<file path="config.mk">
export PLATFORM = sky130hd
export DESIGN_NAME = tw_spi_master
export DESIGN_NICKNAME = d
export VERILOG_FILES = /design/src/rtl/tws_pkg.sv /design/src/rtl/tws_half_timer.sv /design/src/rtl/tws_tx_shift.sv /design/src/rtl/tws_rx_shift.sv /design/src/rtl/tw_spi_master.sv
export SDC_FILE = /design/constraint.sdc
export NUM_CORES = 1
export LEC_CHECK = 0
export ABC_AREA = 1
export ABC_CLOCK_PERIOD_IN_PS = 3500
export BUFFER_PORTS_ARGS = -buffer_cell sky130_fd_sc_hd__buf_2
export CORE_MARGIN = 5
export CORE_UTILIZATION = 60
export DETAILED_ROUTE_END_ITERATION = 12
export PLACE_DENSITY_LB_ADDON = 0.08
export SLEW_MARGIN = 5
export SYNTH_ARGS = -nofsm -noshare
export SYNTH_HDL_FRONTEND = slang
export SYNTH_SLANG_ARGS = --single-unit
export TNS_END_PERCENT = 10
</file>
<file path="constraint.sdc">
create_clock -name clk -period 3.5 [get_ports clk]
set_input_delay 0.7 -clock clk [delete_from_list [all_inputs] [get_ports clk]]
set_output_delay 0.7 -clock clk [all_outputs]
set_load 0.02 [all_outputs]
</file>
<file path="src/rtl/tws_pkg.sv">
package tws_pkg;

  typedef enum logic [2:0] {
    ST_IDLE,
    ST_WLO,
    ST_WHI,
    ST_TLO,
    ST_THI,
    ST_RHI,
    ST_RLO,
    ST_WAIT
  } tws_state_t;

  // Serial clock level that belongs to a state.
  function automatic logic clk_level(input tws_state_t s);
    return (s == ST_WHI) || (s == ST_THI) || (s == ST_RHI);
  endfunction

endpackage

</file>
<file path="src/rtl/tws_half_timer.sv">
module tws_half_timer #(
  parameter int DIV_W = 8
) (
  input  logic             clk,
  input  logic             rst_n,
  input  logic             reload,
  input  logic [DIV_W-1:0] half,
  output logic             done
);

  // Last count of a half period; zero is treated as one cycle.
  function automatic logic [DIV_W-1:0] last_tick(input logic [DIV_W-1:0] h);
    return (h == '0) ? '0 : h - 1'b1;
  endfunction

  logic [DIV_W-1:0] cnt_q;

  always_ff @(posedge clk or negedge rst_n) begin
    if (!rst_n)              cnt_q <= '0;
    else if (reload)         cnt_q <= last_tick(half);
    else if (cnt_q != '0)    cnt_q <= cnt_q - 1'b1;
  end

  assign done = (cnt_q == '0);

endmodule

</file>
<file path="src/rtl/tws_tx_shift.sv">
module tws_tx_shift #(
  parameter int WORD_W = 32
) (
  input  logic              clk,
  input  logic              rst_n,
  input  logic              clr,
  input  logic              load,
  input  logic              shift,
  input  logic [WORD_W-1:0] word,
  output logic              bit_o,
  output logic              need_word
);

  localparam int LEFT_W = $clog2(WORD_W + 1);

  logic [WORD_W-1:0] sh_q;
  logic [LEFT_W-1:0] left_q;

  always_ff @(posedge clk or negedge rst_n) begin
    if (!rst_n) begin
      sh_q   <= '0;
      left_q <= '0;
    end else if (clr) begin
      left_q <= '0;
    end else if (load) begin
      sh_q   <= word;
      left_q <= LEFT_W'(WORD_W);
    end else if (shift) begin
      sh_q   <= {sh_q[WORD_W-2:0], 1'b0};
      left_q <= left_q - 1'b1;
    end
  end

  assign need_word = (left_q == '0);
  assign bit_o     = sh_q[WORD_W-1];

  // A word is only taken once the previous one is used up.
  assert_load_when_empty_R2: assert property (@(posedge clk) disable iff (!rst_n)
    load |-> need_word);

  // No shift past the end of a word.
  assert_shift_has_bit_R2: assert property (@(posedge clk) disable iff (!rst_n)
    shift |-> !need_word);

endmodule

</file>
<file path="src/rtl/tws_rx_shift.sv">
module tws_rx_shift #(
  parameter int WORD_W = 32
) (
  input  logic              clk,
  input  logic              rst_n,
  input  logic              clr,
  input  logic              sample,
  input  logic              bit_i,
  input  logic              rx_ready,
  output logic [WORD_W-1:0] rx_word,
  output logic              rx_valid
);

  localparam int CNT_W = $clog2(WORD_W);
  localparam logic [CNT_W-1:0] LAST = CNT_W'(WORD_W - 1);

  logic [WORD_W-2:0] sh_q;
  logic [CNT_W-1:0]  cnt_q;
  logic              word_done;

  assign word_done = sample && (cnt_q == LAST);

  always_ff @(posedge clk or negedge rst_n) begin
    if (!rst_n) begin
      sh_q    <= '0;
      cnt_q   <= '0;
      rx_word <= '0;
    end else if (clr) begin
      cnt_q <= '0;
    end else if (sample) begin
      sh_q <= {sh_q[WORD_W-3:0], bit_i};
      if (word_done) begin
        rx_word <= {sh_q, bit_i};
        cnt_q   <= '0;
      end else begin
        cnt_q <= cnt_q + 1'b1;
      end
    end
  end

  always_ff @(posedge clk or negedge rst_n) begin
    if (!rst_n)         rx_valid <= 1'b0;
    else if (word_done) rx_valid <= 1'b1;
    else if (rx_ready)  rx_valid <= 1'b0;
  end

  // A pending word is never overwritten: sampling waits for acceptance.
  assert_no_overrun_R8: assert property (@(posedge clk) disable iff (!rst_n)
    sample |-> !rx_valid);

endmodule

</file>
<file path="src/rtl/tw_spi_master.sv">
module tw_spi_master
  import tws_pkg::*;
#(
  parameter int WORD_W = 32,
  parameter int CNT_W  = 12,
  parameter int DIV_W  = 8
) (
  input  logic              clk,
  input  logic              rst_n,
  input  logic [DIV_W-1:0]  half_div,
  input  logic [CNT_W-1:0]  wr_bits,
  input  logic [CNT_W-1:0]  rd_bits,
  input  logic              start,
  output logic              busy,
  input  logic [WORD_W-1:0] tx_word,
  input  logic              tx_valid,
  output logic              tx_ready,
  output logic [WORD_W-1:0] rx_word,
  output logic              rx_valid,
  input  logic              rx_ready,
  output logic              done_pulse,
  output logic              sclk,
  output logic              cs_n,
  output logic              sdio_o,
  output logic              sdio_oe,
  input  logic              sdio_i
);

  tws_state_t       state_q, state_d;
  logic [CNT_W-1:0] wleft_q, rleft_q;
  logic             t_done, need_word, tx_bit;
  logic             sclk_q, cs_q, oe_q, done_q;

  // Named internal events.
  logic accept_start, tx_take, shift_now, sample_now, rx_free, rlo_exit, wait_hit;
  logic reload;

  assign accept_start = (state_q == ST_IDLE) && start;
  assign tx_ready     = (state_q == ST_WLO) && need_word;
  assign tx_take      = tx_ready && tx_valid;
  assign shift_now    = (state_q == ST_WHI) && t_done;
  assign sample_now   = (state_q == ST_RHI) && t_done;
  assign rx_free      = !rx_valid || rx_ready;
  assign rlo_exit     = (state_q == ST_RLO) && t_done && rx_free;
  assign wait_hit     = (state_q == ST_WAIT) && sdio_i;

  always_comb begin
    state_d = state_q;
    unique case (state_q)
      ST_IDLE: if (start)                state_d = ST_WLO;
      ST_WLO:  if (!need_word && t_done) state_d = ST_WHI;
      ST_WHI:  if (t_done)               state_d = (wleft_q == '0) ? ST_TLO : ST_WLO;
      ST_TLO:  if (t_done)               state_d = ST_THI;
      ST_THI:  if (t_done)               state_d = ST_RHI;
      ST_RHI:  if (t_done)               state_d = ST_RLO;
      ST_RLO:  if (rlo_exit)             state_d = (rleft_q == '0) ? ST_WAIT : ST_RHI;
      ST_WAIT: if (sdio_i)               state_d = ST_IDLE;
      default:                           state_d = ST_IDLE;
    endcase
  end

  assign reload = (state_d != state_q) || tx_take;

  tws_half_timer #(.DIV_W(DIV_W)) u_timer (
    .clk    (clk),
    .rst_n  (rst_n),
    .reload (reload),
    .half   (half_div),
    .done   (t_done)
  );

  tws_tx_shift #(.WORD_W(WORD_W)) u_tx (
    .clk       (clk),
    .rst_n     (rst_n),
    .clr       (accept_start),
    .load      (tx_take),
    .shift     (shift_now),
    .word      (tx_word),
    .bit_o     (tx_bit),
    .need_word (need_word)
  );

  tws_rx_shift #(.WORD_W(WORD_W)) u_rx (
    .clk      (clk),
    .rst_n    (rst_n),
    .clr      (accept_start),
    .sample   (sample_now),
    .bit_i    (sdio_i),
    .rx_ready (rx_ready),
    .rx_word  (rx_word),
    .rx_valid (rx_valid)
  );

  always_ff @(posedge clk or negedge rst_n) begin
    if (!rst_n) begin
      state_q <= ST_IDLE;
      sclk_q  <= 1'b0;
      cs_q    <= 1'b1;
      oe_q    <= 1'b1;
      done_q  <= 1'b0;
      wleft_q <= '0;
      rleft_q <= '0;
    end else begin
      state_q <= state_d;
      sclk_q  <= clk_level(state_d);
      done_q  <= wait_hit;
      if (accept_start) begin
        wleft_q <= wr_bits;
        rleft_q <= rd_bits;
        cs_q    <= 1'b0;
        oe_q    <= 1'b1;
      end else begin
        if (wait_hit) cs_q <= 1'b1;
        if (shift_now) begin
          if (wleft_q != '0) wleft_q <= wleft_q - 1'b1;
          else               oe_q    <= 1'b0;
        end
        if (rlo_exit && rleft_q != '0) rleft_q <= rleft_q - 1'b1;
      end
    end
  end

  assign busy       = (state_q != ST_IDLE);
  assign sclk       = sclk_q;
  assign cs_n       = cs_q;
  assign sdio_oe    = oe_q;
  assign done_pulse = done_q;
  assign sdio_o     = ((state_q == ST_WLO) || (state_q == ST_WHI)) ? tx_bit : 1'b0;

  assert_tx_stall_clock_low_R7: assert property (@(posedge clk) disable iff (!rst_n)
    (tx_ready && !tx_valid) |=> !sclk);

  assert_rx_stall_no_edge_R8: assert property (@(posedge clk) disable iff (!rst_n)
    (rx_valid && !rx_ready) |=> !$rose(sclk));

  assert_data_held_high_R3: assert property (@(posedge clk) disable iff (!rst_n)
    (sclk && $past(sclk) && sdio_oe) |-> $stable(sdio_o));

  assert_release_clock_low_R4: assert property (@(posedge clk) disable iff (!rst_n)
    $fell(sdio_oe) |-> !sclk);

  assert_event_single_R9: assert property (@(posedge clk) disable iff (!rst_n)
    done_pulse |=> !done_pulse);

  assert_event_closes_R9: assert property (@(posedge clk) disable iff (!rst_n)
    done_pulse |-> (cs_n && !busy));

  assert_cs_while_busy_R10: assert property (@(posedge clk) disable iff (!rst_n)
    busy |-> !cs_n);

endmodule

</file>
Yosys cells after proc, flatten, opt, wreduce, memory -nomap -nowiden --
Index checks and enable logic that the tools add are counted.
Operators by class: add/sub/neg operators 6, equality and inequality tests 13, mux-type cells 35, bitwise gates (word level) 1, reductions and logical operators 42
Operators with widths (number):
- $mux 32 | 2
- $mux 12 | 5
- $logic_not 12->1 | 2
- $mux 3 | 8
- $mux 8 | 3
- $pmux 3 s8 | 1
- $reduce_bool 12->1 | 2
- $sub 12x1->12 const B | 2
- $eq 3x3->1 const B | 6
- $mux 6 | 3
- $logic_not 8->1 | 2
- $reduce_bool 2->1 | 8
- $sub 8x1->8 const B | 2
- $mux 5 | 3
- $logic_and 1x1->1 | 11
- $eq 3x2->1 const B | 3
- $mux 1 | 8
- $reduce_and 2->1 | 4
- $reduce_bool 8->1 | 1
- $logic_not 6->1 | 1
- $reduce_bool 3->1 | 2
- $sub 6x1->6 const B | 1
- $add 5x1->5 const B | 1
- $eq 5x5->1 const B | 1
- 9 further kinds | 15
Word-level totals: register bits 146, bits of input ports 70, output and inout bits 40, word-level logic and storage cells 111

Longest topological paths before layout --
Gate-level depths: netlist of run 1.
depth after elaboration 8, gate-level depth with buffers 15, mapped depth without buffers 15

Cells and area by module --
Synthesis of run 1 repeated with hierarchy kept, for this count alone.
Second synthesis, totals: cells, all modules 951, area total of the unflattened synthesis 7659.8 um2
By module, submodules not included:
- tws_rx_shift | instances 1, cells each 272, area an instance 2793.9 um2, seq. area each 1726.7 um2
- tw_spi_master | instances 1, cells each 348, area an instance 2263.4 um2, seq. area each 778.2 um2
- tws_tx_shift | instances 1, cells each 216, area an instance 1865.5 um2, seq. area each 950.9 um2
- tws_half_timer | instances 1, cells each 115, area an instance 737.0 um2, seq. area each 200.2 um2

Least setup slack after synthesis of run 1 --
OpenSTA, ideal clock, no wires.
path kind input-to-reg, start point in half_div[0], end point reg u_timer.cnt_q[1], setup time 0.113 ns, arrival time 1.780 ns, data required time 3.387 ns, slack 1.607 ns, cell stages on the path 13, path buffers 0, cells stage by stage inv_1 ha_1 nand2_1 nor2_1 nand2_1 nor2_1 inv_1 nor2_1 nor2_1 nand2_1 nand2_1 nand2_1 inv_1
Between the ends: word-level cells in the longest chain between the ends 3, elaborated cells between the ends (all ways) 4, classes of those cells add/sub: 1; mux: 2; reduce/logical: 1
Ends and longest elaborated chain:
- start: declaration | RTL line tw_spi_master.sv:10 | input logic [DIV_W-1:0] half_div,
- $sub 8x1->8 or $logic_not 8->1 (tied branches) | RTL line tws_half_timer.sv:13 | return (h == '0) ? '0 : h - 1'b1;
- $mux 8 (*) | RTL line tws_half_timer.sv:13
- $mux 8 (*) | RTL line tws_half_timer.sv:20 | else if (reload) cnt_q <= last_tick(half);
- end signal: assignment | RTL line tws_half_timer.sv:20
- end signal: assignment | RTL line tws_half_timer.sv:21 | else if (cnt_q != '0) cnt_q <= cnt_q - 1'b1;
- end: declaration | RTL line tws_half_timer.sv:16 | logic [DIV_W-1:0] cnt_q;
Mark *: on every way between the ends. The rest lies on a longest branch, timed or not. A chain may end at the register's enable or synchronous reset.

Worst setup path in the final report of run 1 --
start point reg u_timer.cnt_q[0], end point reg u_rx.rx_word[24]
Between the ends: word-level cells in the longest chain between the ends 4
Ends and longest elaborated chain:
- $logic_not 8->1 (*) | RTL line tws_half_timer.sv:24 | assign done = (cnt_q == '0);
- $logic_and 1x1->1 (*) | RTL line tw_spi_master.sv:42 | assign sample_now = (state_q == ST_RHI) && t_done;
- $logic_and 1x1->1 | RTL line tws_rx_shift.sv:21 | assign word_done = sample && (cnt_q == LAST);
- $reduce_and 3->1 (no source line) (*)
- end signal: assignment | RTL line tws_rx_shift.sv:33 | rx_word <= {sh_q, bit_i};
- end: declaration | RTL line tws_rx_shift.sv:10 | output logic [WORD_W-1:0] rx_word,
Marked as above.

==> run_results.csv, run 1 <==
group,metric,value,unit
run_status,status,"finished clean",
clocking,clock_latency,0.42,ns
critical_path,crit_fanout,65,
critical_path,cp_slowest_stage_delay,0.55,ns
critical_path,worstPathArrival,2.76,ns
placement,port-buffer-count,109,
finish,drive_gt1_share,18.7,%
global_route,track_usage,22.3,%
floorplan,die_area,14000,µm²
timing,worst_pin_slew,0.981,ns
logic_synthesis,ys.flop_type,"dfrtp_1",
detailed_routing,vias_per_cell,5.37,
logic_synthesis,ys_top_cells_by_count,"nand2_1 (213), dfrtp_1 (144), o21ai_0 (101)",
clocking,cts_buffers,17,
global_route,grt-ovfl-total,0,
timing,relSlewSlack,34.3,%
clocking,clock-sinks,146,
logic_synthesis,syn_inst,843,
detailed_routing,first_pass_iters,5,
clocking,ctsResizeCount,0,
detailed_routing,detail-route-antenna-nets,0,
pwr,peakVddDrop,654,µV
pwr,p_sw,0.000726,W
critical_path,crit_path_cell_trace,"inv_1 -> ha_1 -> nand2_1 -> nor2_4 -> nand2_2 -> nor2_4 -> nand2_2 -> o21ai_0",
floorplan,start_util,61.4,%
critical_path,slowest_stage,"nand2_2",
pwr,p_leak,4.12,nW
clocking,clockBufferDepth,2,
logic_synthesis,seq_area_frac_synth,52.0,%
logic_synthesis,synth_edf_count,0,
global_route,grt_max_degree,109,
placement,placedCellCount,1068,
pwr,power_frac_comb,2.3,%
finish,stdcell_count,1100,
finish,multi_input_area,2860,µm²
finish,fill_cells,873,
floorplan,design.core.area,11500,µm²
placement,gp_congestion,0.877,
placement,hpwl,10400,µm
pwr,power.density,445,nW/µm²
timing,hold_violations,0,
timing,setup-violations-final,0,
floorplan,die_x,118,µm
critical_path,critPathBufInv,1,
timing,min_period_over_period,70.4,%
timing,max_freq,406,MHz
pwr,internal-power,0.00297,W
critical_path,critical_path_required,3.80,ns
logic_synthesis,ys_warn_count,0,
logic_synthesis,syn_nets,923,
logic_synthesis,synth.top_cell.area_share,51.2,%
global_route,antenna_found_initial,0,
logic_synthesis,synth_top_cells_by_area,"dfrtp_1 (51%), nand2_1 (11%), o21ai_0 (7.2%)",
logic_synthesis,synth_cell_types,42,
logic_synthesis,ys_seq_elements,146,
timing,fin_hold_ws,0.181,ns
finish,areaGrowthSynthToFinish,18.1,%
timing,grt_setup_unrepaired,"no",
logic_synthesis,synthArstFlopShare,100,%
clocking,post_cts_buffers,0,
logic_synthesis,syn_area_per_cell,8.35,µm²
floorplan,ios,110,
detailed_routing,drcViolationCount,0,
logic_synthesis,syn-cell-area,7040,µm²
floorplan,die_h,118,µm
pwr,p_clk_share,52.0,%
critical_path,worst_setup_path_start_kind,"register",
critical_path,cp_top_family,"simple AND/OR/NAND/NOR gates",
timing,clock_skew,0.0115,ns
hold_path,hp-class,"input port to asynchronous set/reset pin",
detailed_routing,drt_iter0_markers,357,
detailed_routing,vias,5910,
clocking,h-tree-depth,4,
logic_synthesis,yosys.area.top_type,"dfrtp_1",
timing,fin_setup_tns,0,ns
finish,postLayoutCoreUtil,72.4,%
pwr,p_sw_share,19.6,%
detailed_routing,drt-wirelength-per-cell,13.8,µm
detailed_routing,wirelength,15200,µm
timing,slew_violations,0,
finish,nets,1024,
finish,diodes,0,
run,maxCapViolations,0,
logic_synthesis,yosysMostFrequentCell,"nand2_1",
floorplan,num_rows,39,
timing,min_period,2.46,ns
clocking,clk_pin_slew,0.06,ns
critical_path,path_class,"register to register",
clocking,postCtsHoldBufs,0,
clocking,cts_root_buf,"clkbuf_16",
critical_path,cp-end-kind,"register",
clocking,cts_tree,"done",
global_route,grt_pass1_wl,26000,µm
pwr,seqPwrFrac,45.7,%
finish,seq_area,3660,µm²
global_route,grt_pass1_vias,5763,
[sequential cells by signal (all words and copies together) (netlist names)]
| register | count |
|---|---|
| u_timer.cnt_q | 8 |
| done_pulse | 1 |
| wleft_q | 12 |
| u_rx.cnt_q | 5 |
| u_rx.rx_valid | 1 |
| rleft_q | 12 |
| sdio_oe | 1 |
| u_tx.left_q | 6 |
| u_rx.rx_word | 32 |
| u_rx.sh_q | 31 |
| cs_n | 1 |
| u_tx.sh_q | 32 |
| sclk | 1 |
| state_q | 3 |
[stage by stage]
stage	setup WS [ns]	power (W)	instance area (µm²)
6_report	1.04	0.00370	8310
5_1_grt	0.781	0.00381	8310
4_1_cts	1.04	0.00372	8310
3_5_place_dp	1.05	0.00181	7680
3_3_place_gp	1.17	0.00181	7680
2_1_floorplan	1.61	0.00173	7040
[path summary, 6_finish.rpt]
check                                 startpoint               end  slack [ns]  depth (start not counted)
worst max-delay path            u_timer.cnt_q[0]  u_rx.rx_word[24]        1.04                          8
worst min-delay path                       rst_n        wleft_q[6]        0.18                          1
worst max register to register  u_timer.cnt_q[0]  u_rx.rx_word[24]        1.04                          8
worst min register to register           sdio_oe           sdio_oe        0.47                          2
max in group asynchronous                  rst_n     u_tx.sh_q[15]        2.45                          2
min in group clk                         sdio_oe           sdio_oe        0.47                          2
[cell type report]
cell class	instances	share of cell area [%]
Tap cell	143	2.15
Multi-Input combinational cell	565	34.4
Inverter	98	4.43
Timing Repair Buffer	116	7.42
Clock inverter	9	1.82
Clock buffer	23	5.75
Sequential cell	146	44.0
[power groups by stage]
stage	Combinational (W)	Clock, W	Sequential [W]
after floorplan	0.00000919	0	0.00172
after global placement	0.0000870	0	0.00172
after detailed placement	0.0000884	0	0.00172
after CTS	0.0000891	0.00194	0.00169
after global routing	0.0000993	0.00202	0.00169
final	0.0000858	0.00192	0.00169
[cells by family after synthesis]
family          count (synthesis)  synth area share (%)
flops                         146                  52.0
compound gates                181                  14.6
buf+inv                       132                  7.56
xor+xnor                       15                  1.87
simple gates                  359                  22.2
fa+ha+maj                      10                  1.78
[layer usage]
layer / global-route usage (%) / part of all wire [%] / vias to the layer above
met1: 29.3 / 45 / 2780
met5: 0 / 0 / -
met4: 7.60 / 1.5 / 0
li1: - / - / 2955
met2: 35.7 / 48 / 154
met3: 6.73 / 5.8 / 21
[cells in the final DEF (no fill, tap or decap), drive strengths merged]
cell / n
dfrtp: 144
buf: 116
o22ai: 8
bufinv: 4
nand2: 219
o21a: 1
nor2: 81
nor3: 10
o21bai: 1
o211ai: 11
ha: 10
xnor2: 3
o21ai: 107
a32oi: 1
clkbuf: 23
nand3: 36
clkinv: 3
nand3b: 4
or2: 2
inv: 99
nand4: 7
xor2: 12
o311ai: 3
o31ai: 1
a32o: 2
dfstp: 2
o221ai: 1
clkinvlp: 1
a31oi: 30
a22oi: 1
a21oi: 12
a22o: 2
Note: power is estimated with default switching activity, not from simulation.
==> inputs of run 2 (changes only) <==
Settings changed: ABC_AREA 1 to 0, ABC_CLOCK_PERIOD_IN_PS 3500 to 2100, CORE_UTILIZATION 60 to 51.
Clock period 3.5 ns to 2.1 ns, I/O delays scaled along.
==> run_results.csv, run 2 <==
group,metric,value,unit
floorplan,ios,110,
clocking,postCtsHoldBufs,0,
global_route,grt-ovfl-total,0,
timing,setup-violations-final,8,
detailed_routing,vias_per_cell,5.38,
timing,grt_setup_unrepaired,"yes",
finish,final_cell_mix,"dfrtp_1 (144), buf_2 (107), nand2_1 (98)",
placement,hpwl,10300,µm
clocking,clock-sinks,146,
timing,fin_hold_ws,-0.0117,ns
critical_path,crit_path_cell_trace,"inv_1 -> ha_2 -> or3b_4 -> nor4b_4 -> buf_6 -> buf_6 -> and2_4 -> nor2_4 -> a221oi_2",
finish,areaGrowthSynthToFinish,25.0,%
finish,postLayoutCoreUtil,65.3,%
finish,nets,877,
timing,worst_pin_slew,0.603,ns
critical_path,cpMostUsedCell,"buf_6",
critical_path,path_class,"register to register",
logic_synthesis,synth_cell_types,65,
logic_synthesis,syn-cell-area,6950,µm²
floorplan,die_x,127,µm
logic_synthesis,yosysMostFrequentCell,"dfrtp_1",
global_route,track_usage,19.1,%
timing,max_freq,460,MHz
pwr,peakVddDrop,740,µV
clocking,clockBufferDepth,2,
critical_path,rrSetupSlack,-0.07,ns
clocking,cts_buffers,17,
logic_synthesis,syn_inst,662,
run,maxCapViolations,0,
hold_path,hp-class,"input port to asynchronous set/reset pin",
logic_synthesis,synth_edf_count,0,
critical_path,slowest_stage,"or3b_4",
global_route,antenna_found_initial,0,
timing,setup_ws,-0.0738,ns
clocking,cts_tree,"done",
detailed_routing,detail-route-antenna-nets,0,
placement,port-buffer-count,109,
critical_path,rr_startpoint,"u_timer.cnt_q[0]",
logic_synthesis,ys_top_cells_by_count,"dfrtp_1 (144), nand2_1 (98), nor2_1 (70)",
run_status,status,"finished with violations",
global_route,grt_pass1_vias,5340,
run_status,violations,"hold timing, setup timing",
detailed_routing,wirelength,14900,µm
finish,top_regs,"u_rx.rx_word (32), u_tx.sh_q (32), u_rx.sh_q (31)",
logic_synthesis,syn_area_per_cell,10.5,µm²
clocking,clk_pin_slew,0.06,ns
critical_path,cp_slowest_stage_delay,0.40,ns
detailed_routing,drt-wirelength-per-cell,15.1,µm
finish,final_common_cell,"dfrtp_1",
logic_synthesis,synthArstFlopShare,100,%
logic_synthesis,ys.flop_type,"dfrtp_1",
timing,clock_skew,0.00721,ns
floorplan,die_h,127,µm
detailed_routing,vias,5307,
critical_path,r2r_end,"rleft_q[1]",
placement,placed_cell_area,7930,µm²
finish,drive_gt1_share,30.7,%
clocking,clock_latency,0.42,ns
clocking,cts_root_buf,"clkbuf_16",
floorplan,design.core.area,13300,µm²
timing,min_period,2.17,ns
critical_path,worst_setup_path_start_kind,"register",
timing,min_period_over_period,104,%
logic_synthesis,syn_nets,742,
timing,slew_violations,0,
logic_synthesis,synth_top_cells_by_area,"dfrtp_1 (52%), mux2_2 (5.7%), nand2_1 (5.3%)",
finish,diodes,0,
logic_synthesis,seq_area_frac_synth,52.6,%
critical_path,critical_path_required,2.43,ns
floorplan,die_area,16100,µm²
logic_synthesis,synth.top_cell.area_share,51.9,%
detailed_routing,first_pass_iters,4,
global_route,grt_max_degree,70,
critical_path,worstPathArrival,2.50,ns
logic_synthesis,yosys.area.top_type,"dfrtp_1",
global_route,grt_pass1_wl,25200,µm
critical_path,crit_fanout,5,
clocking,h-tree-depth,4,
detailed_routing,drcViolationCount,0,
timing,relSlewSlack,59.4,%
placement,gp_congestion,0.866,
pwr,p_leak,4.29,nW
finish,fin_area,8680,µm²
floorplan,num_rows,42,
floorplan,start_util,52.2,%
logic_synthesis,ys_seq_elements,146,
logic_synthesis,ys_warn_count,0,
critical_path,reg2reg_depth,9,
detailed_routing,drt_iter0_markers,442,
timing,hold_violations,4,
pwr,power.density,1180,nW/µm²
critical_path,cp-end-kind,"register",
==> run 2: changes by cell type in the layout (fill, tap and decap cells not counted), sizes merged, moves of 7 or more <==
cell   delta
mux2     +70
inv      -86
nand4    +11
nand2   -120
nor2b     +7
buf      +36
nor2      -9
o21ai    -84
nand3    -15
mux2i     +7
==> run 2: cell type report <==
type / count / area [µm²]
clock inverter: 13 / 206
tap: 176 / 220
sequential: 146 / 3660
timing repair buffer: 152 / 951
multi-input combinational: 468 / 3160
clock buffer: 19 / 443
inverter: 12 / 45.0
fill: 1065 / 4620
==> run 2: report_power, final <==
part / switching, W / internal [W]
Sequential: 0.000543 / 0.00347
Combinational: 0.00153 / 0.00138
Clock: 0.00118 / 0.00214
Total: 0.00326 / 0.00699
==> run 2: critical path, delay by kind of cell, from the launching register on <==
kind / cells / cell delay, ns
buffers and inverters: 3 / 0.35
adder cells (fa/ha/maj): 1 / 0.18
AND/OR/NAND/NOR: 4 / 0.96
AO/OA/AOI/OAI: 1 / 0.22
flip-flops: 1 / 0.37
==> run 2: worst max path at each step <==
| stage | start | endpoint | cells after the start |
|---|---|---|---|
| 6_report | u_timer.cnt_q[0] | rleft_q[1] | 9 |
| 3_3_place_gp | u_timer.cnt_q[1] | rleft_q[7] | 8 |
| 5_1_grt | u_timer.cnt_q[0] | rleft_q[1] | 9 |
| 2_1_floorplan | u_timer.cnt_q[0] | rleft_q[7] | 7 |
| 3_5_place_dp | u_timer.cnt_q[1] | rleft_q[7] | 8 |
| 4_1_cts | u_timer.cnt_q[1] | rleft_q[7] | 8 |
==> run 2: kinds of logic after synthesis <==
kind of cell / count (synthesis) / share of synthesized area (%)
compound gates: 93 / 8.72
xor+xnor: 22 / 2.77
fa+ha+maj: 10 / 1.80
buf+inv: 48 / 2.90
flops: 146 / 52.6
mux: 77 / 12.7
simple gates: 266 / 18.5
==> run 2: repair_timing <==
item,CTS,global route
gates resized for setup,7,9
endpoints found under the setup margin,13,55
pin swaps,2,7
buffers inserted,2,2
==> run 2: metal layers <==
layer	track usage [%]	up-vias	part of all wire (%)
met5	0	-	0
met2	31.4	110	49
li1	-	2600	-
met4	6.44	0	1.3
met3	4.67	15	4.1
met1	25.1	2582	45
==> run 2: stage by stage <==
| step | cells | TNS, ns | setup WS (ns) | power, W | hold slack [ns] |
|---|---|---|---|---|---|
| 6_report | 986 | -0.199 | -0.0738 | 0.0102 | -0.0117 |
| 5_1_grt | 986 | -2.43 | -0.117 | 0.0109 | 0.0330 |
| 4_1_cts | 984 | -0.0911 | -0.0372 | 0.0102 | 0.00336 |
| 3_5_place_dp | 950 | -0.430 | -0.101 | 0.00681 | 0.458 |
| 3_3_place_gp | 950 | -0.102 | -0.0218 | 0.00670 | 0.463 |
| 2_1_floorplan | 662 | -0.0233 | -0.0114 | 0.00596 | 0.124 |
==> inputs of run 3 (changes only) <==
Settings changed: GPL_ROUTABILITY_DRIVEN from default to 0, SETUP_SLACK_MARGIN from default to 0.5.
==> run_results.csv, run 3 (synthesized netlist as in run 2, its figures left out) <==
group,metric,value,unit
floorplan,num_rows,42,
finish,stdcell_count,995,
placement,port-buffer-count,109,
timing,setup-violations-final,5,
critical_path,r2r_end,"rleft_q[7]",
floorplan,die_area,16100,µm²
run_status,violations,"setup timing",
detailed_routing,first_pass_iters,5,
global_route,use_met2,31.1,%
placement,hpwl,10300,µm
finish,final_common_cell,"dfrtp_1",
finish,top_regs,"u_rx.rx_word (32), u_tx.sh_q (32), u_rx.sh_q (31)",
timing,min_period,2.14,ns
critical_path,cp_top_family,"simple AND/OR/NAND/NOR gates",
critical_path,crit_path_cell_trace,"inv_1 -> ha_2 -> or3b_4 -> nor4b_4 -> buf_4 -> nand3_4 -> o311ai_2 -> nand3_1",
pwr,internal-power,0.00680,W
finish,drive_gt1_share,33.8,%
detailed_routing,drcViolationCount,0,
finish,diodes,0,
finish,areaGrowthSynthToFinish,27.3,%
floorplan,design.core.area,13300,µm²
critical_path,cp_slowest_stage_delay,0.40,ns
timing,min_period_over_period,102,%
critical_path,worstPathArrival,2.43,ns
global_route,antenna_found_initial,0,
run,maxCapViolations,0,
critical_path,rr_startpoint,"u_timer.cnt_q[1]",
clocking,clock-sinks,146,
critical_path,crit_fanout,5,
critical_path,slowest_stage,"or3b_4",
pwr,p_sw_share,33.1,%
critical_path,cp-end-kind,"register",
clocking,clk_pin_slew,0.06,ns
timing,grt_setup_unrepaired,"yes",
critical_path,path_depth,8,
placement,placedCellCount,951,
global_route,grt.busiest_layer,"met2",
critical_path,critPathBufInv,2,
global_route,globalRouteMet3Util,4.50,%
detailed_routing,vias_per_cell,5.46,
pwr,p_sw,0.00337,W
global_route,track_usage,19.7,%
clocking,cts_tree,"done",
critical_path,critical_path_required,2.39,ns
clocking,clockBufferDepth,2,
timing,hold_violations,0,
finish,final_cell_mix,"dfrtp_1 (142), buf_2 (105), nand2_1 (97)",
hold_path,hp-class,"input port to register",
detailed_routing,drt-wirelength-per-cell,15.5,µm
timing,setup_ws,-0.0444,ns
detailed_routing,vias,5430,
finish,postLayoutCoreUtil,66.5,%
pwr,peakVddDrop,766,µV
floorplan,start_util,52.2,%
pwr,p_clk_share,28.5,%
global_route,grt_pass1_vias,5345,
hold_path,hp-start,"wr_bits[7]",
pwr,p_leak,4.36,nW
floorplan,die_h,127,µm
pwr,seqPwrFrac,39.4,%
critical_path,reg2reg_depth,8,
critical_path,path_class,"register to register",
timing,max_freq,466,MHz
detailed_routing,wirelength,15400,µm
timing,relSlewSlack,68.4,%
detailed_routing,detail-route-antenna-nets,0,
timing,slew_violations,0,
global_route,grt_pass1_wl,25800,µm
global_route,grt_max_degree,51,
global_route,grt-ovfl-total,0,
run_status,status,"finished with violations",
clocking,clock_latency,0.41,ns
pwr,power.density,1150,nW/µm²
finish,nets,886,
clocking,h-tree-depth,4,
hold_path,worstHoldEndpoint,"wleft_q[7]",
critical_path,worst_setup_path_start_kind,"register",
critical_path,rrSetupSlack,-0.04,ns
hold_path,worstHoldPathCells,3,
global_route,use_met1,27.0,%
detailed_routing,drt_iter0_markers,386,
clocking,cts_root_buf,"clkbuf_16",
pwr,power_frac_comb,32.1,%
floorplan,die_x,127,µm
timing,clock_skew,0.00587,ns
floorplan,ios,110,
clocking,cts_buffers,17,
timing,worst_pin_slew,0.469,ns
==> run 3: cell count changes in the layout (fill, tap and decap cells not counted), moves of 3 or more <==
cell,change
nor2_1,-3
bufinv_16,-4
buf_6,+4
buf_12,+4
nand3_4,+3
==> run 3: cell type report <==
cell class,instances,area [µm²]
Clock buffer,20,467
Clock inverter,12,108
Fill cell,1055,4450
Inverter,12,45.0
Multi-Input combinational cell,468,3250
Sequential cell,146,3660
Tap cell,176,220
Timing Repair Buffer,161,1100
==> run 3: how the worst max path moves through the flow <==
stage                     slack, ns             start           to
final                         -0.04  u_timer.cnt_q[1]   rleft_q[7]
after global routing          -0.16  u_timer.cnt_q[1]  rleft_q[11]
after CTS                     -0.06  u_timer.cnt_q[1]   rleft_q[7]
after detailed placement      -0.09  u_timer.cnt_q[1]   rleft_q[7]
after global placement        -0.04  u_timer.cnt_q[1]   rleft_q[7]
after floorplan              -0.005  u_timer.cnt_q[0]   rleft_q[7]
==> run 3: tightest hold or removal path, delay by kind of cell <==
family	cells	cell delay (ns)
AO/OA/AOI/OAI	1	0.05
buffers and inverters	1	0.07
AND/OR/NAND/NOR	1	0.03
==> run 3: stage by stage <==
| step | worst slack (ns) | total power [W] | setup TNS, ns | area [µm²] | hold slack [ns] |
|---|---|---|---|---|---|
| global placement | -0.0367 | 0.00675 | -0.0478 | 7950 | 0.396 |
| global route | -0.156 | 0.0108 | -2.16 | 8840 | 0.206 |
| detailed placement | -0.0908 | 0.00687 | -0.698 | 7950 | 0.399 |
| floorplan | -0.00475 | 0.00596 | -0.00475 | 6970 | 0.124 |
| finish | -0.0444 | 0.0102 | -0.119 | 8840 | 0.204 |
| CTS | -0.0555 | 0.0101 | -0.256 | 8810 | 0.185 |
==> run 3: timing repair <==
item                                    4_1_cts  5_1_grt
gates cloned                                  0        0
hold endpoints to repair                     47        0
hold buffers                                  1        0
pin swaps                                    17        6
setup buffers                                11        0
endpoints found under the setup margin      146      146
resized for setup                            47        8
==> run 3: power groups by stage <==
| stage | clock network (W) | registers (W) | logic, W |
|---|---|---|---|
| floorplan | 0 | 0.00393 | 0.00204 |
| global placement | 0 | 0.00399 | 0.00275 |
| detailed placement | 0 | 0.00401 | 0.00285 |
| CTS | 0.00296 | 0.00398 | 0.00320 |
| global route | 0.00310 | 0.00409 | 0.00359 |
| finish | 0.00290 | 0.00401 | 0.00326 |
==> run 3: metal layers <==
layer / wire (µm) / share of wire (%) / up-vias
met5: 0 / 0 / -
met4: 202 / 1.3 / 0
met3: 908 / 5.9 / 17
met2: 7250 / 47 / 172
met1: 7020 / 46 / 2620
li1: - / - / 2621
